`src/rtl/tlb_pkg.sv`:
```
package tlb_pkg;

  typedef enum logic [1:0] {
    FLT_NONE    = 2'd0,
    FLT_INVALID = 2'd1,
    FLT_PROT    = 2'd2
  } fault_e;

  typedef enum logic [1:0] {
    WS_LOOK,
    WS_MREQ,
    WS_MWAIT,
    WS_FAULT
  } walk_st_e;

  // True when the permission bits refuse the requested kind of access.
  function automatic logic perm_refused(input logic want_wr, input logic want_usr,
                                        input logic may_wr, input logic may_usr);
    return (want_wr && !may_wr) || (want_usr && !may_usr);
  endfunction

endpackage

```
`src/rtl/tlb_cam.sv`:
```
module tlb_cam #(
  parameter int ENTRIES = 8,
  parameter int VPN_W   = 20,
  parameter int PFN_W   = 20,
  parameter int ASID_W  = 8
) (
  input  logic              clk,
  input  logic              rst_n,
  input  logic [VPN_W-1:0]  lk_vpn,
  input  logic [ASID_W-1:0] lk_asid,
  output logic              hit,
  output logic [PFN_W-1:0]  hit_pfn,
  output logic              hit_w,
  output logic              hit_u,
  input  logic              ins_en,
  input  logic [PFN_W-1:0]  ins_pfn,
  input  logic              ins_w,
  input  logic              ins_u,
  input  logic              flush_all,
  input  logic              flush_one,
  input  logic [ASID_W-1:0] flush_asid
);

  localparam int IDX_W = (ENTRIES > 1) ? $clog2(ENTRIES) : 1;

  logic [ENTRIES-1:0] vld_q;
  logic [ENTRIES-1:0] match;
  logic [ENTRIES-1:0] wr_sel;
  logic [VPN_W-1:0]   vpn_q  [ENTRIES];
  logic [ASID_W-1:0]  asid_q [ENTRIES];
  logic [PFN_W-1:0]   pfn_q  [ENTRIES];
  logic [ENTRIES-1:0] w_q;
  logic [ENTRIES-1:0] u_q;
  logic [IDX_W-1:0]   rr_q;
  logic [IDX_W-1:0]   victim;
  logic               full;
  logic               flush_any;

  assign flush_any = flush_all | flush_one;
  assign full      = &vld_q;

  // One comparator per slot: page number and owner must both agree.
  for (genvar i = 0; i < ENTRIES; i++) begin : g_slot
    assign match[i]  = vld_q[i] && (vpn_q[i] == lk_vpn) && (asid_q[i] == lk_asid);
    assign wr_sel[i] = ins_en && !flush_any && (victim == IDX_W'(i));
  end

  assign hit = |match;

  always_comb begin
    hit_pfn = '0;
    hit_w   = 1'b0;
    hit_u   = 1'b0;
    for (int i = 0; i < ENTRIES; i++) begin
      if (match[i]) begin
        hit_pfn = hit_pfn | pfn_q[i];
        hit_w   = hit_w | w_q[i];
        hit_u   = hit_u | u_q[i];
      end
    end
  end

  // Lowest empty slot wins; a full array falls back to the rotating pointer.
  always_comb begin
    logic found;
    found  = 1'b0;
    victim = rr_q;
    for (int i = 0; i < ENTRIES; i++) begin
      if (!found && !vld_q[i]) begin
        victim = IDX_W'(i);
        found  = 1'b1;
      end
    end
  end

  // A flush in the same cycle as an insert drops the insert; the pending
  // request then misses again and refetches.
  always_ff @(posedge clk or negedge rst_n) begin
    if (!rst_n) begin
      vld_q <= '0;
      rr_q  <= '0;
    end else begin
      for (int i = 0; i < ENTRIES; i++) begin
        if (flush_all || (flush_one && asid_q[i] == flush_asid)) vld_q[i] <= 1'b0;
        else if (wr_sel[i])                                      vld_q[i] <= 1'b1;
      end
      if (ins_en && !flush_any && full)
        rr_q <= (rr_q == IDX_W'(ENTRIES - 1)) ? '0 : rr_q + 1'b1;
    end
  end

  always_ff @(posedge clk) begin
    for (int i = 0; i < ENTRIES; i++) begin
      if (wr_sel[i]) begin
        vpn_q[i]  <= lk_vpn;
        asid_q[i] <= lk_asid;
        pfn_q[i]  <= ins_pfn;
        w_q[i]    <= ins_w;
        u_q[i]    <= ins_u;
      end
    end
  end

  // inserts happen only on a miss, so no two slots ever match at once.
  a_r7_single_match: assert property (@(posedge clk) disable iff (!rst_n)
    $onehot0(match));

  // a full flush leaves nothing cached in the following cycle.
  a_r8_flush_empties: assert property (@(posedge clk) disable iff (!rst_n)
    flush_all |=> (vld_q == '0));

endmodule

```
`src/rtl/tlb_walker.sv`:
```
module tlb_walker
  import tlb_pkg::*;
#(
  parameter int VPN_W       = 20,
  parameter int PFN_W       = 20,
  parameter int MEM_AW      = 32,
  parameter int PTE_SZ_LOG2 = 2
) (
  input  logic               clk,
  input  logic               rst_n,
  input  logic               req_valid,
  input  logic [VPN_W-1:0]   req_vpn,
  input  logic               req_write,
  input  logic               req_user,
  input  logic               lk_hit,
  input  logic               rsp_ready,
  input  logic [MEM_AW-1:0]  ptbase,
  output logic               mem_req_valid,
  input  logic               mem_req_ready,
  output logic [MEM_AW-1:0]  mem_req_addr,
  input  logic               mem_rsp_valid,
  input  logic [PFN_W+2:0]   mem_rsp_data,
  output walk_st_e           st,
  output fault_e             flt,
  output logic               ins_en,
  output logic [PFN_W-1:0]   ins_pfn,
  output logic               ins_w,
  output logic               ins_u
);

  walk_st_e          st_q;
  fault_e            flt_q;
  logic [MEM_AW-1:0] addr_q;
  logic              pte_v;
  logic              pte_deny;

  assign pte_v    = mem_rsp_data[0];
  assign ins_w    = mem_rsp_data[1];
  assign ins_u    = mem_rsp_data[2];
  assign ins_pfn  = mem_rsp_data[PFN_W+2:3];
  assign pte_deny = perm_refused(req_write, req_user, ins_w, ins_u);

  assign st            = st_q;
  assign flt           = flt_q;
  assign mem_req_valid = (st_q == WS_MREQ);
  assign mem_req_addr  = addr_q;
  assign ins_en        = (st_q == WS_MWAIT) && mem_rsp_valid && pte_v && !pte_deny;

  always_ff @(posedge clk or negedge rst_n) begin
    if (!rst_n) begin
      st_q   <= WS_LOOK;
      flt_q  <= FLT_NONE;
      addr_q <= '0;
    end else begin
      unique case (st_q)
        WS_LOOK: begin
          if (req_valid && !lk_hit) begin
            st_q   <= WS_MREQ;
            addr_q <= ptbase + (MEM_AW'(req_vpn) << PTE_SZ_LOG2);
          end
        end
        WS_MREQ: begin
          if (mem_req_ready) st_q <= WS_MWAIT;
        end
        WS_MWAIT: begin
          if (mem_rsp_valid) begin
            if (!pte_v) begin
              st_q  <= WS_FAULT;
              flt_q <= FLT_INVALID;
            end else if (pte_deny) begin
              st_q  <= WS_FAULT;
              flt_q <= FLT_PROT;
            end else begin
              st_q  <= WS_LOOK;   // retry: the next lookup hits
            end
          end
        end
        WS_FAULT: begin
          if (rsp_ready) begin
            st_q  <= WS_LOOK;
            flt_q <= FLT_NONE;
          end
        end
        default: st_q <= WS_LOOK;
      endcase
    end
  end

  // a table read stays up with a steady address until memory takes it.
  a_r11_read_held: assert property (@(posedge clk) disable iff (!rst_n)
    (mem_req_valid && !mem_req_ready) |=> (mem_req_valid && $stable(mem_req_addr)));

endmodule

```
`src/rtl/tlb_asid_walk.sv`:
```
module tlb_asid_walk
  import tlb_pkg::*;
#(
  parameter int ENTRIES     = 8,
  parameter int VA_W        = 32,
  parameter int OFF_W       = 12,
  parameter int PFN_W       = 20,
  parameter int ASID_W      = 8,
  parameter int MEM_AW      = 32,
  parameter int PTE_SZ_LOG2 = 2,
  localparam int VPN_W      = VA_W - OFF_W,
  localparam int PA_W       = PFN_W + OFF_W,
  localparam int PTE_W      = PFN_W + 3
) (
  input  logic              clk,
  input  logic              rst_n,
  input  logic [ASID_W-1:0] cur_asid,
  input  logic [MEM_AW-1:0] ptbase,
  input  logic              flush_all,
  input  logic              flush_asid_en,
  input  logic [ASID_W-1:0] flush_asid,
  input  logic              req_valid,
  output logic              req_ready,
  input  logic [VA_W-1:0]   req_vaddr,
  input  logic              req_write,
  input  logic              req_user,
  output logic              rsp_valid,
  input  logic              rsp_ready,
  output logic [PA_W-1:0]   rsp_paddr,
  output logic [1:0]        rsp_fault,
  output logic              mem_req_valid,
  input  logic              mem_req_ready,
  output logic [MEM_AW-1:0] mem_req_addr,
  input  logic              mem_rsp_valid,
  input  logic [PTE_W-1:0]  mem_rsp_data
);

  logic [VPN_W-1:0] req_vpn;
  logic             hit;
  logic [PFN_W-1:0] hit_pfn;
  logic             hit_w;
  logic             hit_u;
  logic             ins_en;
  logic [PFN_W-1:0] ins_pfn;
  logic             ins_w;
  logic             ins_u;
  walk_st_e         st;
  fault_e           flt;
  fault_e           fault_now;
  logic             hit_deny;

  assign req_vpn = req_vaddr[VA_W-1:OFF_W];

  tlb_cam #(
    .ENTRIES (ENTRIES),
    .VPN_W   (VPN_W),
    .PFN_W   (PFN_W),
    .ASID_W  (ASID_W)
  ) cam_i (
    .clk        (clk),
    .rst_n      (rst_n),
    .lk_vpn     (req_vpn),
    .lk_asid    (cur_asid),
    .hit        (hit),
    .hit_pfn    (hit_pfn),
    .hit_w      (hit_w),
    .hit_u      (hit_u),
    .ins_en     (ins_en),
    .ins_pfn    (ins_pfn),
    .ins_w      (ins_w),
    .ins_u      (ins_u),
    .flush_all  (flush_all),
    .flush_one  (flush_asid_en),
    .flush_asid (flush_asid)
  );

  tlb_walker #(
    .VPN_W       (VPN_W),
    .PFN_W       (PFN_W),
    .MEM_AW      (MEM_AW),
    .PTE_SZ_LOG2 (PTE_SZ_LOG2)
  ) walk_i (
    .clk           (clk),
    .rst_n         (rst_n),
    .req_valid     (req_valid),
    .req_vpn       (req_vpn),
    .req_write     (req_write),
    .req_user      (req_user),
    .lk_hit        (hit),
    .rsp_ready     (rsp_ready),
    .ptbase        (ptbase),
    .mem_req_valid (mem_req_valid),
    .mem_req_ready (mem_req_ready),
    .mem_req_addr  (mem_req_addr),
    .mem_rsp_valid (mem_rsp_valid),
    .mem_rsp_data  (mem_rsp_data),
    .st            (st),
    .flt           (flt),
    .ins_en        (ins_en),
    .ins_pfn       (ins_pfn),
    .ins_w         (ins_w),
    .ins_u         (ins_u)
  );

  assign hit_deny = perm_refused(req_write, req_user, hit_w, hit_u);

  // Responses come from the held request: a hit while idle, or a fault
  // latched by the walker.
  assign rsp_valid = req_valid && (((st == WS_LOOK) && hit) || (st == WS_FAULT));
  assign fault_now = (st == WS_FAULT) ? flt : (hit_deny ? FLT_PROT : FLT_NONE);
  assign rsp_fault = fault_now;
  assign rsp_paddr = (fault_now == FLT_NONE) ? {hit_pfn, req_vaddr[OFF_W-1:0]} : '0;
  assign req_ready = rsp_valid && rsp_ready;

  // a good translation keeps the page offset untouched.
  a_r1_offset_kept: assert property (@(posedge clk) disable iff (!rst_n)
    (rsp_valid && rsp_fault == 2'd0) |-> (rsp_paddr[OFF_W-1:0] == req_vaddr[OFF_W-1:0]));

  // no response while a table read is still being requested.
  a_r11_quiet_in_walk: assert property (@(posedge clk) disable iff (!rst_n)
    mem_req_valid |-> !rsp_valid);

  // a mapping is written only when the lookup missed.
  a_r6_insert_on_miss: assert property (@(posedge clk) disable iff (!rst_n)
    ins_en |-> !hit);

endmodule

```
`config.mk`:
```
export PLATFORM = sky130hd
export DESIGN_NAME = tlb_asid_walk
export DESIGN_NICKNAME = d
export VERILOG_FILES = /design/src/rtl/tlb_pkg.sv /design/src/rtl/tlb_cam.sv /design/src/rtl/tlb_walker.sv /design/src/rtl/tlb_asid_walk.sv
export SDC_FILE = /design/constraint.sdc
export NUM_CORES = 1
export LEC_CHECK = 0
export ABC_AREA = 1
export BUFFER_PORTS_ARGS = -buffer_cell sky130_fd_sc_hd__buf_2
export CORE_ASPECT_RATIO = 1.2
export CORE_UTILIZATION = 40
export CTS_CLUSTER_SIZE = 28
export DETAILED_ROUTE_END_ITERATION = 6
export SYNTH_ARGS = -nofsm -noshare
export SYNTH_HDL_FRONTEND = slang
export SYNTH_SLANG_ARGS = --single-unit
```
`constraint.sdc`:
```
create_clock -name clk -period 8.39 [get_ports clk]
set_input_delay 0 -clock clk [delete_from_list [all_inputs] [get_ports clk]]
set_output_delay 0 -clock clk [all_outputs]
set_load 0.01 [all_outputs]
```
# Yosys cells after proc, flatten, opt, wreduce, memory -nomap -nowiden

Memories as Yosys holds them, arrays and structs flattened.
Index checks and enable logic that the tools add are counted.

Register bits: 63
RAM bits: 384
Input port bits: 113
Output and inout bits: 69
Memories: 3

Add/sub/neg operators: 2
Equal/unequal tests: 40
Mux-type cells: 149
Bitwise logic cells: 22
Reduce and logical (&&, ||, !) cells: 121

Memories:

| memory       | words | width | read ports | clocked after memory_dff | wr ports | line          | text |
|---|---|---|---|---|---|---|---|
| cam_i.pfn_q  | 8     | 20    | 8          | 0                        | 1        | tlb_cam.sv:31 | `logic [PFN_W-1:0] pfn_q [ENTRIES];` |
| cam_i.vpn_q  | 8     | 20    | 8          | 0                        | 1        | tlb_cam.sv:29 | `logic [VPN_W-1:0] vpn_q [ENTRIES];` |
| cam_i.asid_q | 8     | 8     | 8          | 0                        | 1        | tlb_cam.sv:30 | `logic [ASID_W-1:0] asid_q [ENTRIES];` |

Operators by type and width:

| operator           | count |
|---|---|
| $mux 20            | 22 |
| $reduce_or 20->1   | 14 |
| $eq 20x20->1       | 8 |
| $or 20x20->20      | 7 |
| $eq 8x8->1         | 16 |
| $mux 3             | 30 |
| $mux 1             | 76 |
| $reduce_or 8->1    | 8 |
| $mux 8             | 7 |
| $logic_and 1x1->1  | 52 |
| $add 32x22->32     | 1 |
| $mux 32            | 1 |
| $mux 2             | 11 |
| $logic_not 1->1    | 20 |
| $reduce_bool 2->1  | 9 |
| $eq 3x3->1 const B | 5 |
| $or 1x1->1         | 15 |
| $logic_or 1x1->1   | 11 |
| $pmux 2 s4         | 1 |
| $reduce_and 4->1   | 2 |
| $reduce_and 8->1   | 1 |
| $eq 3x2->1 const B | 2 |
| $eq 2x2->1 const B | 2 |
| $logic_not 2->1    | 2 |
| other kinds (9)    | 11 |

# Logic depth before layout (Yosys ltp)

Gate-level depths: netlist of run 1.

Word-level depth: 33
Gate-level depth with buffers: 19
Gate-level depth less buffers: 17

# Cells and area by module

From an unflattened synthesis of run 1, not the netlist that was laid out.

Cells, all modules: 2513
Area total of the unflattened synthesis: 23060.9 um2

Modules (own cells, without submodules):

| module        | times used | cells an instance | area each (um2) |
|---|---|---|---|
| tlb_cam       | 1          | 1866              | 19135.9 |
| tlb_walker    | 1          | 562               | 3470.8 |
| tlb_asid_walk | 1          | 85                | 454.2 |

# Worst setup path after synthesis of run 1

OpenSTA, ideal clock, no wires.

Path kind: register to register
Start point: reg cam_i.vld_q[2]
End point: reg cam_i.vld_q[6]
Data arrival time: 3.848 ns
Data required time: 8.304 ns
Slack: 4.457 ns
Stages on the path, launching flop included: 13
Period minus slack after synthesis: 3.933 ns
Cell sequence: dfrtp_1 -> inv_1 -> nor3_2 -> inv_1 -> nor4_1 -> inv_1 -> nand3_1 -> inv_1 -> nor2_1 -> inv_1 -> nor2_1 -> o21ai_0 -> a21oi_1

Longest elaborated chain between the ends: 21

RTL lines:

| item                                   | line          | text |
|---|---|---|
| start: declaration                     | tlb_cam.sv:26 | `logic [ENTRIES-1:0] vld_q;` |
| start signal: assignment               | tlb_cam.sv:80 | `vld_q <= '0;` |
| start signal: indexed assignment       | tlb_cam.sv:84 | `if (flush_all \|\| (flush_one && asid_q[i] == flush_asid)) vld_q[i] <= 1'b0;` |
| start signal: indexed assignment       | tlb_cam.sv:85 | `else if (wr_sel[i]) vld_q[i] <= 1'b1;` |
| $logic_not 1->1 (*)                    | tlb_cam.sv:69 | `if (!found && !vld_q[i]) begin` |
| $logic_and 1x1->1 (*)                  | tlb_cam.sv:69 |  |
| $mux 1                                 | tlb_cam.sv:69 |  |
| $logic_not 1->1                        | tlb_cam.sv:69 |  |
| $logic_and 1x1->1                      | tlb_cam.sv:69 |  |
| $mux 1                                 | tlb_cam.sv:69 |  |
| $logic_not 1->1                        | tlb_cam.sv:69 |  |
| $logic_and 1x1->1                      | tlb_cam.sv:69 |  |
| [... 6 more ...]                       | -             |  |
| $mux 1                                 | tlb_cam.sv:69 |  |
| $logic_not 1->1                        | tlb_cam.sv:69 |  |
| $logic_and 1x1->1                      | tlb_cam.sv:69 |  |
| $mux 3 (*)                             | tlb_cam.sv:69 |  |
| $eq 3x3->1 (*)                         | tlb_cam.sv:45 | `assign wr_sel[i] = ins_en && !flush_any && (victim == IDX_W'(i));` |
| $logic_and 1x1->1 (*)                  | tlb_cam.sv:45 |  |
| net cam_i.wr_sel[6]                    | tlb_cam.sv:28 | `logic [ENTRIES-1:0] wr_sel;` |
| $reduce_bool 2->1 (no source line) (*) | -             |  |

The timed path passes the listed nets; every way through them passes the cells marked *.
A chain may end at the register's enable or synchronous reset.

# Worst setup path after layout of run 1

Start point: in req_vaddr[27]
End point: out rsp_paddr[16]

Longest elaborated chain between the ends: 25

RTL lines:

| item                            | line                         | text |
|---|---|---|
| start: declaration              | tlb_asid_walk.sv:24          | `input logic [VA_W-1:0] req_vaddr,` |
| $eq 20x20->1                    | tlb_cam.sv:44                | `assign match[i] = vld_q[i] && (vpn_q[i] == lk_vpn) && (asid_q[i] == lk_asid);` |
| $logic_and 1x1->1 (2 in series) | tlb_cam.sv:44                |  |
| $mux 1                          | tlb_cam.sv:55                | `if (match[i]) begin` |
| $or 1x1->1 (on tied branches)   | tlb_cam.sv:57, tlb_cam.sv:58 |  |
| $mux 1                          | tlb_cam.sv:55                |  |
| $or 1x1->1 (on tied branches)   | tlb_cam.sv:57, tlb_cam.sv:58 |  |
| $mux 1                          | tlb_cam.sv:55                |  |
| $or 1x1->1 (on tied branches)   | tlb_cam.sv:57, tlb_cam.sv:58 |  |
| [... 7 more ...]                | -                            |  |
| $or 1x1->1 (on tied branches)   | tlb_cam.sv:57, tlb_cam.sv:58 |  |
| $mux 1                          | tlb_cam.sv:55                |  |
| $logic_not 1->1                 | tlb_pkg.sv:19                | `return (want_wr && !may_wr) \|\| (want_usr && !may_usr);` |
| $logic_and 1x1->1               | tlb_pkg.sv:19                |  |
| $logic_or 1x1->1                | tlb_pkg.sv:19                |  |
| $mux 2 (2 in series)            | tlb_asid_walk.sv:110         | `assign fault_now = (st == WS_FAULT) ? flt : (hit_deny ? FLT_PROT : FLT_NONE);` |
| $logic_not 2->1                 | tlb_asid_walk.sv:112         | `assign rsp_paddr = (fault_now == FLT_NONE) ? {hit_pfn, req_vaddr[OFF_W-1:0]} : '0;` |
| $mux 32 (*)                     | tlb_asid_walk.sv:112         |  |
| end: declaration                | tlb_asid_walk.sv:29          | `output logic [PA_W-1:0] rsp_paddr,` |

Mark *: on every way between the ends. The rest lies on a longest branch, timed or not.

==> results of run 1 <==
## cell type report
| type | count | area (sq um) | share of cell area [%] |
|---|---|---|---|
| flip-flops and latches | 447 | 13200 | 50.7 |
| multi-input cells | 1403 | 7130 | 27.4 |
| repair buffers | 308 | 2110 | 8.12 |
| clock buffers | 51 | 1190 | 4.58 |
| inverters | 292 | 1100 | 4.23 |
| well taps | 712 | 891 | 3.43 |
| clock inverters | 35 | 385 | 1.48 |
## worst paths after layout
kind / from / end / slack, ns / cells past startpoint
setup / recovery: req_vaddr[27] / rsp_paddr[16] / 4.60 / 18
hold / removal: ptbase[15] / walk_i.mem_req_addr[15] / 0.03 / 5
setup reg to reg: cam_i.vpn_q[1][25] / walk_i.mem_req_addr[22] / 4.86 / 15
hold reg to reg: walk_i.mem_req_addr[11] / walk_i.mem_req_addr[11] / 0.49 / 2
max in group asynchronous: rst_n / cam_i.rr_q[1] / 7.80 / 3
min in group asynchronous: rst_n / walk_i.mem_req_addr[27] / 0.10 / 3
## synth_stat cells, types with 4 or more instances
master    count
ha_1         22
nor4_1        7
nor3_1       13
o21ai_0      78
edfxtp_1    400
nor2_2       29
xor2_1       40
a21oi_1      48
nor2_1      185
buf_4        21
o21ai_1      36
a211oi_1      5
or2_0         4
clkbuf_1     39
buf_6         4
nand4_1      73
nand2_1     513
inv_2        24
nor2_4       10
nand3_1     223
buf_2        10
a31oi_1       5
o22ai_1      20
inv_1       267
dfrtp_1      47
xnor2_1      58
## stage by stage
stage	utilization [%]	cell area [sq um]	worst slack [ns]	hold WS, ns	instances
after global routing	48.4	26000	4.46	0.0712	3248
final	48.4	26000	4.60	0.0326	3248
after floorplan	-	21800	4.46	-0.296	2218
after CTS	48.4	26000	4.69	0.00689	3248
after detailed placement	43.6	23400	5.15	0.175	3061
after global placement	43.6	23400	5.20	0.164	3061
## report_power, final
group	switching [mW]	internal [mW]
sequential	0.0508	2.51
combinational	0.509	0.267
clock	0.916	1.25
## cells by family after synthesis
group,count (synthesis)
xor gates and xnor gates,98
buffers and inverters,368
AOI/OAI and AO/OA,212
adders and majority gates,23
and+or+nand+nor,1070
DFF,447
## state kept, by name, summed over array words and instances (netlist names)
signal / cells
cam_i.pfn_q: 160
cam_i.w_q: 8
cam_i.u_q: 8
cam_i.rr_q: 3
cam_i.asid_q: 64
walk_i.flt: 2
walk_i.st: 2
walk_i.mem_req_addr: 32
cam_i.vpn_q: 160
cam_i.vld_q: 8
## timing repair
action	in CTS	in global routing
hold endpoints to repair	491	0
hold buffers	101	0
resized for setup	0	0
## worst max-delay path, stage by stage
cell	delay, ns
dlygate4sd3_1	0.52
buf_2	0.50
inv_2	0.24
nand2_1	0.13
nand4_1	0.11
nor2_1	0.40
nand2_1	0.16
nor2_2	0.12
buf_4	0.32
nand2_1	0.12
nor2_1	0.11
nor2_1	0.06
nand3_2	0.08
nand3_2	0.08
nand2_2	0.09
nand2_4	0.34
nor2_2	0.20
buf_2	0.15
## layer usage
layer / vias to the layer above / track usage [%] / share of wire [%]
met2: 839 / 44.2 / 47
met3: 146 / 3.71 / 8.0
met5: - / 0 / 0
li1: 8019 / - / -
met1: 8280 / 34.5 / 40
met4: 0 / 12.3 / 4.4
==> metrics.md, run 1 <==
| Metric | Value |
|---|---|
| Outcome | finished, final reports clean |
| Yosys warning total | 0 |
| Ant diodes | 0 |
| Clock tree from TritonCTS | done |
| Die extent in x | 215 microns |
| Commonest non-fill, non-tap cells in the layout | nand2_1 (513), edfxtp_1 (400), inv_1 (267) |
| Die Ht | 258 microns |
| Commonest non-fill, non-tap cell in the layout | nand2_1 |
| Share of the synthesized area in the top cell type | 55.2% |
| DR vias | 17300 |
| Die Area | 55300 sq um |
| Simple-gate share of the synthesized area | 21.7% |
| ANT nets after route | 0 |
| Fmax | 0.264 GHz |
| Rows | 93 |
| Compound-Gate Fraction of Synth Area | 5.39% |
| CTS buffer count | 46 |
| Starting Density | 40.5% |
| Detail Placement HPWL | 48.8 mm |
| First-pass GRT wire length | 109 mm |
| Final Max Tran Viols | 0 |
| Port buffer count | 181 |
| Worst-path clk slew | 0.06 ns |
| Synth Area per Inst | 9.81 sq um |
| Synth area leader | edfxtp_1 |
| Drt pass-1 iters | 5 |
| Largest net degree at the start of global routing | 55 |
| Cell area after synthesis | 21800 sq um |
| Area grow syn2layout | 19.5% |
| Skew-Pair Late Insertion Delay | 0.59 ns |
| Total GRT Usage | 26.6% |
| Number of nets in the layout | 2634 |
| Post-synth EDFFs | 400 |
| Clock sink count | 447 |
| Sum Neg Setup Slack | 0 ns |
| Syn_nets | 2354 |
| Setup CP Type | input port to primary output |
| Worst endpoint data arrival time | 3.79 ns |
| Mapped Cells | 2218 |
| Initial DRC Count | 1564 |
| DR WL/cell | 22.7 microns |
| Synth Area in XOR/XNOR | 3.94% |
| CP Capture Type | primary output |
| Crit path time final | 3.79 ns |
| CTS root buf | clkbuf_16 |
| Max clock buf depth | 3 |
| Synth area leaders | edfxtp_1 (55%), nand2_1 (8.8%), dfrtp_1 (5.4%) |
| DRC Markers | 0 |
| Multiplexer share of the synthesized area | 0% |
| Final wirelength | 73.7 mm |
| VDD IR max | 0.160 mV |
| RePlAce Congestion | 0.922 |
| CP startpoint kind | input port |
| Top FF cell, synth | edfxtp_1 |
| CTS HTree Levels | 2 |
| Total chip power | 5.50 mW |
| RSZ-0062 raised after global routing | false |
| Final-report setup violation count | 0 |
| FF+latch count, synth | 447 |
| P per Cell Area | 212 nW/um^2 |
| Max FO, Critical Path | 32 |
| Max-capacitance violation count | 0 |
| Async SR Flop Fraction | 10.5% |
| Core area | 53800 sq um |
| Yosys cell types | 49 |
| Via/cell ratio | 5.32 |
| Worst-Margin Slew | 0.977 ns |
| Worst Path Required | 8.39 ns |
| Fraction of layout cells with a size suffix above 1 | 14.6% |
| Fin crit share | 45.2% |
| Worst hold path type | input port to flop |
| Global route overflow | 0 |
| Sequential share of the synthesized area | 60.6% |
| Leakage | 10.5 nW |
| I/O pin cnt | 182 |
| Adder-cell area share of the yosys netlist | 1.36% |
| Fin Clk Skew | 0.0142 ns |
| Vias in the first global route | 17400 |
| Initial antenna violation count | 0 |
| Main combinational cell family by area after synthesis | simple AND/OR/NAND/NOR gates |
| Slew headroom | 34.9% |
| Post-CTS setup buffer count | 0 |
| Fill count | 4959 |
| Final hold vios | 0 |
Note: power is estimated with default switching activity, not from simulation.
==> run 2: changes to the inputs <==
- clock period: 8.39 -> 3.6 ns (I/O delays scaled with it)
==> run 2 against run 1 <==
Clock power is 120% higher. Hold slack lost 0.023 ns. Cell count grew 0.65%. Largest cell class unchanged. Register-to-register slack lost 4.6 ns. Final area grew 0.70%.
==> metrics.md, run 2 (synthesis gave the netlist of run 1 again) <==
| Metric | Value |
|---|---|
| Commonest non-fill, non-tap cells in the layout | nand2_1 (513), edfxtp_1 (400), inv_1 (267) |
| P per Cell Area | 484 nW/um^2 |
| DR vias | 17600 |
| Worst Path Required | 3.60 ns |
| Post-Layout Inst Area | 26200 sq um |
| Sum Neg Setup Slack | 0 ns |
| CP max stage delay | 0.52 ns |
| CTS root buf | clkbuf_16 |
| Outcome | finished, final reports clean |
| Initial DRC Count | 1733 |
| Slowest stage cell, crit path | dlygate4sd3_1 |
| Crit path time final | 3.39 ns |
| Setup CP Type | input port to primary output |
| Number of nets in the layout | 2656 |
| Max clock buf depth | 3 |
| Slew headroom | 50.3% |
| Worst-path clk slew | 0.06 ns |
| Via/cell ratio | 5.39 |
| Leakage | 10.6 nW |
| Core area | 53800 sq um |
| RSZ-0062 raised after global routing | false |
| Sw Share | 27.1% |
| Clock tree from TritonCTS | done |
| Largest registers | cam_i.pfn_q x160, cam_i.vpn_q x160, cam_i.asid_q x64 |
| Worst path most repeated cell | nand2_1 |
| Ant diodes | 0 |
| Sw Pwr | 3.44 mW |
| Largest net degree at the start of global routing | 55 |
| Commonest non-fill, non-tap cell in the layout | nand2_1 |
| Die Area | 55300 sq um |
| CP startpoint kind | input port |
| Port buffer count | 181 |
| Die extent in x | 215 microns |
| Worst-path cell chain | dlygate4sd3_1 -> buf_2 -> inv_2 -> nand2_1 -> o21ai_0 -> inv_1 -> nand2_1 -> nor2_1 -> nand2_1 -> nor2_2 -> nand3_1 -> nand2_1 -> nor2_1 -> nand3_1 -> nand3_2 -> nand2_2 -> nand2_8 -> nor2_2 -> buf_2 |
| Worst-Margin Slew | 0.745 ns |
| Fmax | 0.295 GHz |
| Comb pwr share | 14.7% |
| Die Ht | 258 microns |
| ANT nets after route | 0 |
| CTS HTree Levels | 2 |
| Fin crit share | 94.2% |
| Fin Clk Skew | 0.0262 ns |
| I/O pin cnt | 182 |
| Final hold vios | 0 |
| Hold Path Cell Cnt | 4 |
| Sequential share of power | 47.0% |
| Pint | 9.24 mW |
| Global route overflow | 0 |
| Share of power burned in the clock network | 38.2% |
| Initial antenna violation count | 0 |
| Fraction of layout cells with a size suffix above 1 | 15.0% |
| Worst hold path type | input port to flop |
| Starting Density | 40.5% |
| RePlAce Congestion | 0.983 |
| CP Capture Type | primary output |
| Clock sink count | 447 |
| VDD IR max | 0.345 mV |
| Skew-Pair Late Insertion Delay | 0.60 ns |
| Cell Area, Placed | 23700 sq um |
| Max-capacitance violation count | 0 |
| Area grow syn2layout | 20.3% |
| Final wirelength | 74.3 mm |
| Total GRT Usage | 26.7% |
| Final-report setup violation count | 0 |
| Max FO, Critical Path | 32 |
| Vias in the first global route | 17400 |
| DR WL/cell | 22.7 microns |
| Drt pass-1 iters | 5 |
| Rows | 93 |
| CTS buffer count | 45 |
| Final Max Tran Viols | 0 |
| First-pass GRT wire length | 110 mm |
| Fill count | 5024 |
| Detail Placement HPWL | 50.0 mm |
| DRC Markers | 0 |
| Worst endpoint data arrival time | 3.39 ns |
| Worst-case reg-to-reg path depth | 15 |
[run 2: cell count changes in the layout (fill, tap and decap cells not counted), sizes merged]
cell      change
clkinvlp      +1
clkinv        -4
bufinv        -1
buf          +21
clkbuf        +4
[run 2: worst max-delay path: cells and delay by family]
family | cells | cell delay, ns
AO/OA/AOI/OAI | 1 | 0.08
buffers and inverters | 5 | 1.36
AND/OR/NAND/NOR | 13 | 1.90
[run 2: path summary, 6_finish.rpt]
kind,startpoint,to,slack [ns]
hold / removal,flush_asid[4],cam_i.vld_q[1],0.01
setup reg to reg,cam_i.asid_q[0][28],walk_i.mem_req_addr[25],0.31
setup / recovery,req_vaddr[20],rsp_paddr[13],0.21
min in group asynchronous,rst_n,walk_i.mem_req_addr[25],0.10
hold reg to reg,walk_i.mem_req_addr[23],walk_i.mem_req_addr[23],0.49
max in group asynchronous,rst_n,cam_i.vld_q[6],3.02
[run 2: cell type report]
type                    count  area (sq um)  share of cell area (%)
multi-input cells        1403          7140                    27.3
well taps                 712           891                    3.40
flip-flops and latches    447         13200                    50.4
clock buffers              53          1160                    4.42
inverters                 292          1100                    4.20
clock inverters            31           328                    1.25
repair buffers            331          2380                    9.08
[run 2: through the flow]
stage	worst slack [ns]	power, mW	util [%]	hold slack (ns)	std cells
floorplan	-0.231	7.10	-	-0.296	2218
global placement	0.654	7.74	44.0	0.158	3084
detailed placement	0.663	7.77	44.0	0.168	3084
CTS	0.148	12.7	48.7	0.00363	3269
global route	0.00190	13.1	48.7	0.0620	3269
finish	0.209	12.7	48.7	0.00991	3269
[run 2: layer usage]
metal	global-route usage (%)	share of wire (%)	wire length [microns]
met1	35.1	40	30100
met2	44.5	47	35100
met3	3.62	8.1	5990
met4	11.1	4.2	3120
met5	0	0	0
[run 2: timing repair]
action | 4_1_cts | 5_1_grt
resized for setup | 0 | 4
setup buffers | 0 | 0
endpoints found under the hold margin | 485 | 0
hold buffers | 101 | 0
endpoints found under the setup margin | 0 | 33
[run 2: power by group through the flow]
| stage | combinational, mW | sequential [mW] | clock [mW] |
|---|---|---|---|
| 2_1_floorplan | 0.963 | 6.13 | 0 |
| 3_3_place_gp | 1.69 | 6.06 | 0 |
| 3_5_place_dp | 1.71 | 6.06 | 0 |
| 4_1_cts | 1.85 | 5.96 | 4.89 |
| 5_1_grt | 2.05 | 5.98 | 5.06 |
| 6_report | 1.87 | 5.96 | 4.85 |
==> run 3: changes to the inputs <==
- GPL_TIMING_DRIVEN: unset -> 0
- SYNTH_HIERARCHICAL: unset -> 1
==> run 3 against run 2 <==
Total power grew 4.0%. Clock skew is 0.0050 ns higher. Fmax down 2.1%. Highest routed layer unchanged.
==> metrics.md, run 3 <==
| Metric | Value |
|---|---|
| Outcome | finished, final reports clean |
| R2r setup slk | 0.20 ns |
| Commonest non-fill, non-tap cells in the layout | nand2_1 (786), edfxtp_1 (400), inv_1 (317) |
| Final-report setup violation count | 0 |
| Share of the synthesized area in the top cell type | 52.1% |
| Worst hold slack | 0.0138 ns |
| Fin crit share | 96.2% |
| I/O pin cnt | 182 |
| Async SR Flop Fraction | 10.5% |
| Worst endpoint data arrival time | 3.46 ns |
| Max clock buf depth | 3 |
| CTS root buf | clkbuf_16 |
| Post-synth top cells | nand2_1 (787), edfxtp_1 (400), inv_1 (327) |
| Post-Place Setup Slack | 0.0190 ns |
| Final Worst Setup Slack | 0.137 ns |
| Max FO, Critical Path | 10 |
| First-pass GRT wire length | 112 mm |
| Slowest stage cell, crit path | edfxtp_1 |
| Synth area leader | edfxtp_1 |
| Total chip power | 13.2 mW |
| Cell area after synthesis | 23100 sq um |
| FF+latch count, synth | 447 |
| Sum Neg Setup Slack | 0 ns |
| Worst-Margin Slew | 1.22 ns |
| RSZ-0062 raised after global routing | false |
| P per Cell Area | 474 nW/um^2 |
| Yosys cell types | 48 |
| Crit path time final | 3.46 ns |
| Clock tree from TritonCTS | done |
| CTS buffer count | 48 |
| Worst-path clk slew | 0.06 ns |
| Fmax | 0.289 GHz |
| Commonest non-fill, non-tap cell in the layout | nand2_1 |
| Rows | 96 |
| Detail Placement HPWL | 53.8 mm |
| Vias in the first global route | 17800 |
| Placed Cells | 3410 |
| Core area | 57100 sq um |
| Sequential share of the synthesized area | 57.2% |
| Drt pass-1 iters | 6 |
| Non-Filler Instances | 3613 |
| Critical path depth | 18 |
| Initial DRC Count | 1579 |
| Final Max Tran Viols | 0 |
| Final hold vios | 0 |
| Post-synth EDFFs | 400 |
| ANT nets after route | 0 |
| Fraction of layout cells with a size suffix above 1 | 16.4% |
| Largest registers | cam_i/pfn_q x160, cam_i/vpn_q x160, cam_i/asid_q x64 |
| DR vias | 18500 |
| VDD IR max | 0.373 mV |
| Worst path top cell family by delay | simple AND/OR/NAND/NOR gates |
| Clock sink count | 447 |
| Die Area | 58600 sq um |
| Final wirelength | 76.6 mm |
| DRC Markers | 0 |
| Worst Path Required | 3.60 ns |
| Critical path buffer and inverter count | 4 |
| Global route overflow | 0 |
| Via/cell ratio | 5.12 |
| RePlAce Congestion | 0.953 |
| Die Ht | 265 microns |
| Top FF cell, synth | edfxtp_1 |
| Initial antenna violation count | 0 |
| Synth Area per Inst | 9.18 sq um |
| Largest net degree at the start of global routing | 51 |
| Setup CP Type | flop to primary output |
| Die extent in x | 221 microns |
| Area grow syn2layout | 20.7% |
| Max-capacitance violation count | 0 |
| DR WL/cell | 21.2 microns |
| Fin Clk Skew | 0.0312 ns |
| Yosys warning total | 6 |
| Starting Density | 40.4% |
| FF-to-FF Start | walk_i/st[1] |
| CTS HTree Levels | 2 |
| Slew headroom | 18.3% |
| Worst path most repeated cell | nand2_1 |
| Syn_nets | 2649 |
| Number of nets in the layout | 2976 |
| Worst hold path type | input port to flop |
| Total GRT Usage | 26.0% |
| Mapped Cells | 2513 |
| Count leader, synth | nand2_1 |
| Leakage | 12.1 nW |
| Port buffer count | 158 |
| Worst-path cell chain | xnor2_1 -> nand2_1 -> nor2_1 -> nand2_1 -> nor2_4 -> buf_6 -> nand3_1 -> nand2_1 -> nor2_1 -> nand2_1 -> inv_1 -> nand2_1 -> nand2_1 -> nand2_1 -> nand3_4 -> buf_12 -> nor2_2 -> buf_2 |
| Crit path capture | rsp_paddr[14] |
| CP max stage delay | 0.45 ns |
| CP startpoint kind | flop |
| Worst Setup SP | cam_i/asid_q[0][23] |
| Skew-Pair Late Insertion Delay | 0.60 ns |
| CP Capture Type | primary output |
| Reg2reg end | cam_i/vpn_q[0][66] |
| Worst-case reg-to-reg path depth | 9 |
| Ant diodes | 0 |
| Synth area leaders | edfxtp_1 (52%), nand2_1 (13%), inv_1 (5.3%) |
==> run 3: where the power goes <==
part	total [mW]	internal [mW]	switching (mW)	leakage, nW
combinational	1.89	0.704	1.19	7.10
clock	5.31	3.18	2.14	0.815
sequential	5.98	5.85	0.129	4.18
total	13.2	9.73	3.45	12.1
==> run 3: through the flow <==
| stage | instance area [sq um] | util (%) |
|---|---|---|
| after detailed placement | 24900 | 43.6 |
| final | 27800 | 48.8 |
| after CTS | 27600 | 48.4 |
| after floorplan | 23100 | - |
| after global placement | 24800 | 43.4 |
| after global routing | 27800 | 48.8 |
==> run 3: worst min-delay path by stage <==
stage / from / to / depth (start not counted) / slack [ns]
floorplan: rst_n / cam_i/rr_q[0] / 0 / -0.30
global placement: ptbase[0] / walk_i/mem_req_addr[0] / 3 / 0.20
detailed placement: ptbase[1] / walk_i/mem_req_addr[1] / 3 / 0.22
CTS: flush_asid[3] / cam_i/vld_q[3] / 7 / 0.007
global route: req_valid / walk_i/st[1] / 5 / 0.06
finish: req_valid / walk_i/st[1] / 5 / 0.01
==> run 3: layout make-up <==
| cell class | instances | area [sq um] |
|---|---|---|
| Multi-Input combinational cell | 1615 | 7880 |
| Inverter | 355 | 1350 |
| Fill cell | 5307 | 29200 |
| Clock inverter | 34 | 412 |
| Tap cell | 735 | 920 |
| Sequential cell | 447 | 13200 |
| Timing Repair Buffer | 277 | 2030 |
| Buffer | 96 | 792 |
| Clock buffer | 54 | 1260 |
==> run 3: timing repair <==
action | 4_1_cts | 5_1_grt
setup endpoints to repair | 32 | 32
buffers inserted | 2 | 15
resized for setup | 11 | 37
hold buffers | 98 | 0
pin swaps | 2 | 10
endpoints found under the hold margin | 490 | 0
==> run 3: kinds of logic (layout without fill, tap and decap cells) <==
logic type / after synthesis / count (layout) / share of synthesized area (%)
simple gates: 1351 / 1351 / 25.4
buf+inv: 451 / 816 / 8.93
flops: 447 / 447 / 57.2
compound gates: 138 / 138 / 3.30
xor+xnor: 102 / 102 / 3.87
fa+ha+maj: 23 / 23 / 1.28
mux: 1 / 1 / 0.0488
==> run 3: worst min-delay path, stage by stage <==
cell      delay, ns
buf_2          0.10
inv_1          0.04
nor2_1         0.14
o311ai_1       0.14
o21ai_0        0.15
==> run 3: layer usage <==
metal	routed length, microns	GRT usage [%]
met1	29700	31.3
met2	38300	45.8
met3	4600	2.82
met4	3960	14.0
met5	0	0
